$ cat src/rtl/ctl_ep_pkg.sv
package ctl_ep_pkg;

    localparam int FLAG_W = 8;

    // flag positions inside the sticky vector
    localparam int F_SETUP_DONE = 0;
    localparam int F_B2B_SETUP  = 1;
    localparam int F_OUT_DIS    = 2;
    localparam int F_STATUS_RX  = 3;
    localparam int F_PKT_ERR    = 4;
    localparam int F_BABBLE     = 5;
    localparam int F_NAK        = 6;
    localparam int F_NYET       = 7;

    typedef logic [FLAG_W-1:0] flag_vec_t;

    typedef struct packed {
        logic tok_setup;
        logic tok_out;
        logic tok_in;
        logic data_ok;
        logic crc_err;
        logic ovf_err;
        logic babble;
        logic nak;
        logic nyet;
    } ep_evt_t;

    function automatic logic any_data_token(input ep_evt_t e);
        return e.tok_in | e.tok_out;
    endfunction

endpackage

$ cat src/rtl/ctl_ep_phase_fsm.sv
module ctl_ep_phase_fsm
    import ctl_ep_pkg::*;
#(
    parameter int B2B_LIMIT = 3
) (
    input  logic      clk,
    input  logic      rst,
    input  ep_evt_t   ev,
    input  logic      ep_en,
    input  logic      data_drained,
    input  logic      thresh_en,
    output flag_vec_t set_vec,
    output logic      dis_pulse
);
    localparam int SAT = B2B_LIMIT + 1;
    localparam int CW  = $clog2(SAT + 1);

    logic [CW-1:0] cnt_q, cnt_d;
    logic          after_setup_tok_q;
    logic          setup_pend_q;
    logic          wr_data_q;
    logic          stat_pend_q;
    logic          dis_q;

    logic tok_any, setup_pkt, setup_done, stat_req, stat_set;

    always_comb begin
        tok_any    = any_data_token(ev);
        setup_pkt  = ev.data_ok && after_setup_tok_q;
        setup_done = tok_any && setup_pend_q;
        stat_req   = (ev.tok_in && wr_data_q) || stat_pend_q;
        stat_set   = stat_req && data_drained;

        cnt_d = cnt_q;
        if (tok_any)
            cnt_d = '0;
        else if (setup_pkt && cnt_q != CW'(SAT))
            cnt_d = cnt_q + 1'b1;

        set_vec               = '0;
        set_vec[F_SETUP_DONE] = setup_done;
        set_vec[F_B2B_SETUP]  = setup_pkt && (cnt_q >= CW'(B2B_LIMIT));
        set_vec[F_OUT_DIS]    = ev.tok_out && !ep_en;
        set_vec[F_STATUS_RX]  = stat_set;
        set_vec[F_PKT_ERR]    = thresh_en && (ev.crc_err || ev.ovf_err);
        set_vec[F_BABBLE]     = ev.babble;
        set_vec[F_NAK]        = ev.nak;
        set_vec[F_NYET]       = ev.nyet;
    end

    always_ff @(posedge clk) begin
        if (rst) begin
            cnt_q             <= '0;
            after_setup_tok_q <= 1'b0;
            setup_pend_q      <= 1'b0;
            wr_data_q         <= 1'b0;
            stat_pend_q       <= 1'b0;
            dis_q             <= 1'b0;
        end else begin
            cnt_q <= cnt_d;
            dis_q <= setup_done;

            if (ev.tok_setup)
                after_setup_tok_q <= 1'b1;
            else if (tok_any || ev.data_ok)
                after_setup_tok_q <= 1'b0;

            if (setup_pkt)
                setup_pend_q <= 1'b1;
            else if (tok_any)
                setup_pend_q <= 1'b0;

            if (ev.tok_setup || (ev.tok_in && wr_data_q))
                wr_data_q <= 1'b0;
            else if (ev.tok_out && ep_en && !setup_pend_q)
                wr_data_q <= 1'b1;

            if (ev.tok_setup)
                stat_pend_q <= 1'b0;
            else
                stat_pend_q <= stat_req && !data_drained;
        end
    end

    assign dis_pulse = dis_q;

    AST_CNT_SAT: assert property (@(posedge clk) disable iff (rst)
        cnt_q <= CW'(SAT));

    AST_TOKEN_ENDS_PEND: assert property (@(posedge clk) disable iff (rst)
        (tok_any && !setup_pkt) |=> !setup_pend_q);

    AST_TOKEN_RESETS_CNT: assert property (@(posedge clk) disable iff (rst)
        tok_any |=> (cnt_q == '0));

endmodule

$ cat src/rtl/ctl_ep_flag_bank.sv
module ctl_ep_flag_bank
    import ctl_ep_pkg::*;
(
    input  logic      clk,
    input  logic      rst,
    input  flag_vec_t set_i,
    input  flag_vec_t clr_i,
    output flag_vec_t flg_o
);
    flag_vec_t flg_q;

    for (genvar i = 0; i < FLAG_W; i++) begin : g_bit
        always_ff @(posedge clk) begin
            if (rst)
                flg_q[i] <= 1'b0;
            else
                flg_q[i] <= set_i[i] | (flg_q[i] & ~clr_i[i]);
        end

        AST_SET_WINS: assert property (@(posedge clk) disable iff (rst)
            set_i[i] |=> flg_q[i]);

        AST_CLR_TAKES: assert property (@(posedge clk) disable iff (rst)
            (clr_i[i] && !set_i[i]) |=> !flg_q[i]);
    end

    assign flg_o = flg_q;

endmodule

$ cat src/rtl/ctl_ep_irq_merge.sv
module ctl_ep_irq_merge
    import ctl_ep_pkg::*;
(
    input  flag_vec_t flg_i,
    input  flag_vec_t mask_i,
    output logic      irq_o
);
    assign irq_o = |(flg_i & mask_i);
endmodule

$ cat src/rtl/ctl_ep_event_tracker.sv
module ctl_ep_event_tracker
    import ctl_ep_pkg::*;
#(
    parameter int B2B_LIMIT = 3
) (
    input  logic              clk,
    input  logic              rst,
    input  logic              tok_setup,
    input  logic              tok_out,
    input  logic              tok_in,
    input  logic              data_ok,
    input  logic              crc_err,
    input  logic              ovf_err,
    input  logic              babble,
    input  logic              nak_evt,
    input  logic              nyet_evt,
    input  logic              ep_en,
    input  logic              data_drained,
    input  logic              thresh_en,
    input  logic [FLAG_W-1:0] flag_clr,
    input  logic [FLAG_W-1:0] irq_mask,
    output logic [FLAG_W-1:0] flags,
    output logic              irq,
    output logic              ep_dis_pulse
);
    ep_evt_t   ev;
    flag_vec_t set_vec;

    always_comb begin
        ev.tok_setup = tok_setup;
        ev.tok_out   = tok_out;
        ev.tok_in    = tok_in;
        ev.data_ok   = data_ok;
        ev.crc_err   = crc_err;
        ev.ovf_err   = ovf_err;
        ev.babble    = babble;
        ev.nak       = nak_evt;
        ev.nyet      = nyet_evt;
    end

    ctl_ep_phase_fsm #(.B2B_LIMIT(B2B_LIMIT)) u_phase (
        .clk          (clk),
        .rst          (rst),
        .ev           (ev),
        .ep_en        (ep_en),
        .data_drained (data_drained),
        .thresh_en    (thresh_en),
        .set_vec      (set_vec),
        .dis_pulse    (ep_dis_pulse)
    );

    ctl_ep_flag_bank u_flags (
        .clk   (clk),
        .rst   (rst),
        .set_i (set_vec),
        .clr_i (flag_clr),
        .flg_o (flags)
    );

    ctl_ep_irq_merge u_irq (
        .flg_i  (flags),
        .mask_i (irq_mask),
        .irq_o  (irq)
    );

    AST_DIS_WITH_DONE: assert property (@(posedge clk) disable iff (rst)
        ep_dis_pulse |-> flags[F_SETUP_DONE]);

    AST_STATUS_AFTER_DRAIN: assert property (@(posedge clk) disable iff (rst)
        $rose(flags[F_STATUS_RX]) |-> $past(data_drained));

    AST_PKTERR_GATED: assert property (@(posedge clk) disable iff (rst)
        $rose(flags[F_PKT_ERR]) |-> $past(thresh_en));

    AST_DIS_ONE_CYCLE: assert property (@(posedge clk) disable iff (rst)
        ep_dis_pulse |=> !ep_dis_pulse);

endmodule

$ cat config.mk
export PLATFORM = sky130hd
export DESIGN_NAME = ctl_ep_event_tracker
export DESIGN_NICKNAME = d
export VERILOG_FILES = /design/src/rtl/ctl_ep_pkg.sv /design/src/rtl/ctl_ep_phase_fsm.sv /design/src/rtl/ctl_ep_flag_bank.sv /design/src/rtl/ctl_ep_irq_merge.sv /design/src/rtl/ctl_ep_event_tracker.sv
export SDC_FILE = /design/constraint.sdc
export NUM_CORES = 1
export LEC_CHECK = 0
export CAP_MARGIN = 10
export CORE_AREA = 10 10 47 49
export DETAILED_ROUTE_END_ITERATION = 8
export DIE_AREA = 0 0 57 59
export DONT_BUFFER_PORTS = 1
export GPL_TIMING_DRIVEN = 1
export PLACE_DENSITY = 0.65
export SYNTH_ARGS = -nofsm -noshare
export SYNTH_HDL_FRONTEND = slang
export SYNTH_SLANG_ARGS = --single-unit
$ cat constraint.sdc
create_clock -name clk -period 1.5 [get_ports clk]
set_clock_uncertainty 0.1 [all_clocks]
set_input_delay 0.075 -clock clk [delete_from_list [all_inputs] [get_ports clk]]
set_output_delay 0.075 -clock clk [all_outputs]
set_load 0.03 [all_outputs]
==> run metrics <==
outcome finished clean; clock latency on the worst-skew pair 0.29 ns; post-synthesis cell area 691 um2; Die W ~57 um; initial DRC count 8; Worst R2R Setup Slack about 0.075 ns; IO buf count 0; vias per inst about 5.4; register area share after synthesis 46.4%; wire per inst between 15 and 20 um; Finish-stage setup viols 0; crit path kind flop to flop; Sw Pwr 0.218 mW; worst endpoint required time 1.63 ns; Post-Syn Area per Cell 9.09 um2; relative slew slack a little over three fifths; setup TNS 0 ns; Max Clk Rate 702 MHz; Max VDD drop 0.000586 V; Static Leak about 0.4 nW; maxcap violations 0; via count roughly 650; min Tclk post-route 1.43 ns; CP endpoint kind flop; flops & latches, synth 16; Sw Ratio ~25%; vias in the first global route 736; final core utilization 71.7%; Antenna Nets Post-Route 0; Buf/Inv on CP 1; EDFF count, synth 0; Synth Flop Type dfxtp_1; Initial Util 49.3%; die area between 3000 and 4000 um2; # H-tree levels 1; Synth Instances 76; PD cells 868 nW/um2; asr flop ratio synth 0%; share of cells above drive strength 1 20.0%; gpl congestion 0.744; Slew @ Worst Pin between 0.5 and 0.6 ns; post-DP HPWL roughly 1300 um; Total GRT Usage 11.6%; clock sink count 16; clock share of power 33.3%; Die H 59 um; clk buf depth 2; slowest CP cell dfxtp_1; first-pass GRT wire length roughly 3200 um; Final Hold Viols 0; critical path arrival 1.56 ns; final net count 139; CP Cell Sequence inv_1, ha_1, and2_4, or3b_1, a21oi_1; Distinct cells, synth 26; Ys Warns 0; RSZ-0062 raised after global routing no; Comb pwr share 13.5%; largest net degree at the start of global routing 15; core area 1400 um2; syn_nets 109; postcts setup bufs 0; Initial DRT Pass Iterations 4; crit path max fanout 4; initial antenna violation count 0; P&R area growth vs syn 45.5%; ant diodes 0; fin crit share approximately 95%; global route total overflow 0; clk slew on worst S/H paths 0.10 ns; most frequent cells in the layout dlygate4sd3_1 (22), inv_1 (10), dfxtp_1 (10), a21oi_1 (9); CTS root buffer clkbuf_4; Top Ports 40; Hold Path Class input pin to flop; CP startpoint kind flop; slowest stage delay, CP 0.38 ns; CTS tree done; DR DRC count 0; commonest non-fill, non-tap cell in the layout dlygate4sd3_1; WL final 1880 um; Seq pwr share 53.2%; Slew Limit Fails 0; number of CTS-inserted buffers 3; kind of cell adding the most delay to the critical path simple AND/OR/NAND/NOR gates; Internal 0.653 mW; row cnt 14
-- per-stage QoR --
stage	cells	power (mW)	area [um2]	setup WS, ns	hold slack (ns)
global route	121	0.905	1000	0.00138	0.00725
finish	121	0.872	1000	0.0747	0.00110
global placement	95	0.531	736	0.103	0.0481
detailed placement	95	0.532	736	0.0676	0.0499
floorplan	76	0.521	691	0.125	0.0506
CTS	121	0.872	992	0.00147	0.00588
-- registers in the layout, indices dropped and copies added, names as in the netlist --
| signal | count |
|---|---|
| u_flags.flg_o | 8 |
| u_phase.cnt_q | 3 |
| u_phase.dis_pulse | 1 |
| u_phase.wr_data_q | 1 |
| u_phase.stat_pend_q | 1 |
| u_phase.setup_pend_q | 1 |
| u_phase.after_setup_tok_q | 1 |
-- cell usage after synthesis (2+ instances only) --
library cell | count | area share [%]
nand2b_1 | 4 | 3.6
o21ai_0 | 4 | 2.9
ha_1 | 3 | 5.4
a21oi_1 | 9 | 6.5
a22oi_1 | 4 | 4.3
dfxtp_1 | 16 | 46
nor2_1 | 6 | 3.3
nor3_1 | 2 | 1.4
or2_2 | 2 | 1.8
inv_1 | 10 | 5.4
-- worst paths after layout --
path	start	cells past startpoint	end
setup / recovery	u_phase.cnt_q[1]$_SDFFE_PP0P_	5	u_phase.cnt_q[1]$_SDFFE_PP0P_
hold / removal	rst	2	u_flags.flg_o[0]$_SDFF_PP0_
setup reg to reg	u_phase.cnt_q[1]$_SDFFE_PP0P_	5	u_phase.cnt_q[1]$_SDFFE_PP0P_
hold reg to reg	u_phase.setup_pend_q$_SDFFE_PP0P_	2	u_phase.dis_pulse$_SDFF_PP0_
-- power groups by stage --
stage / logic [mW] / clock network, mW / registers (mW)
CTS: 0.117 / 0.293 / 0.462
global route: 0.130 / 0.309 / 0.466
global placement: 0.0592 / 0 / 0.471
finish: 0.118 / 0.290 / 0.463
floorplan: 0.0448 / 0 / 0.477
detailed placement: 0.0599 / 0 / 0.472
-- layout make-up --
class / instances / area (um2)
tap: 16 / 20.0
multi-input combinational: 49 / 333
clock buffer: 4 / 36.3
inverter: 10 / 37.5
sequential: 16 / 328
fill: 103 / 397
timing repair buffer: 26 / 250
-- metal layers --
| metal | global-route usage (%) | vias to the layer above | wire, um |
|---|---|---|---|
| met2 | 20.2 | 26 | 915 |
| met1 | 10.6 | 297 | 697 |
| met3 | 6.65 | 4 | 242 |
| li1 | - | 325 | - |
| met5 | 0 | - | 0 |
| met4 | 6.04 | 0 | 23 |
-- kinds of logic (layout without fill, tap and decap cells) --
family          count (synthesis)  count (layout)  synth area share, %
compound gates                 23              23                 21.7
flops                          16              16                 46.4
buf+inv                        11              40                 6.16
simple gates                   23              23                 20.3
fa+ha+maj                       3               3                 5.44
-- repair_timing --
item | CTS | global route
setup endpoints to repair | 0 | 6
hold endpoints to repair | 16 | 0
hold buffers | 22 | 0
gates resized for setup | 0 | 7
(Power assumes the default switching activity.)
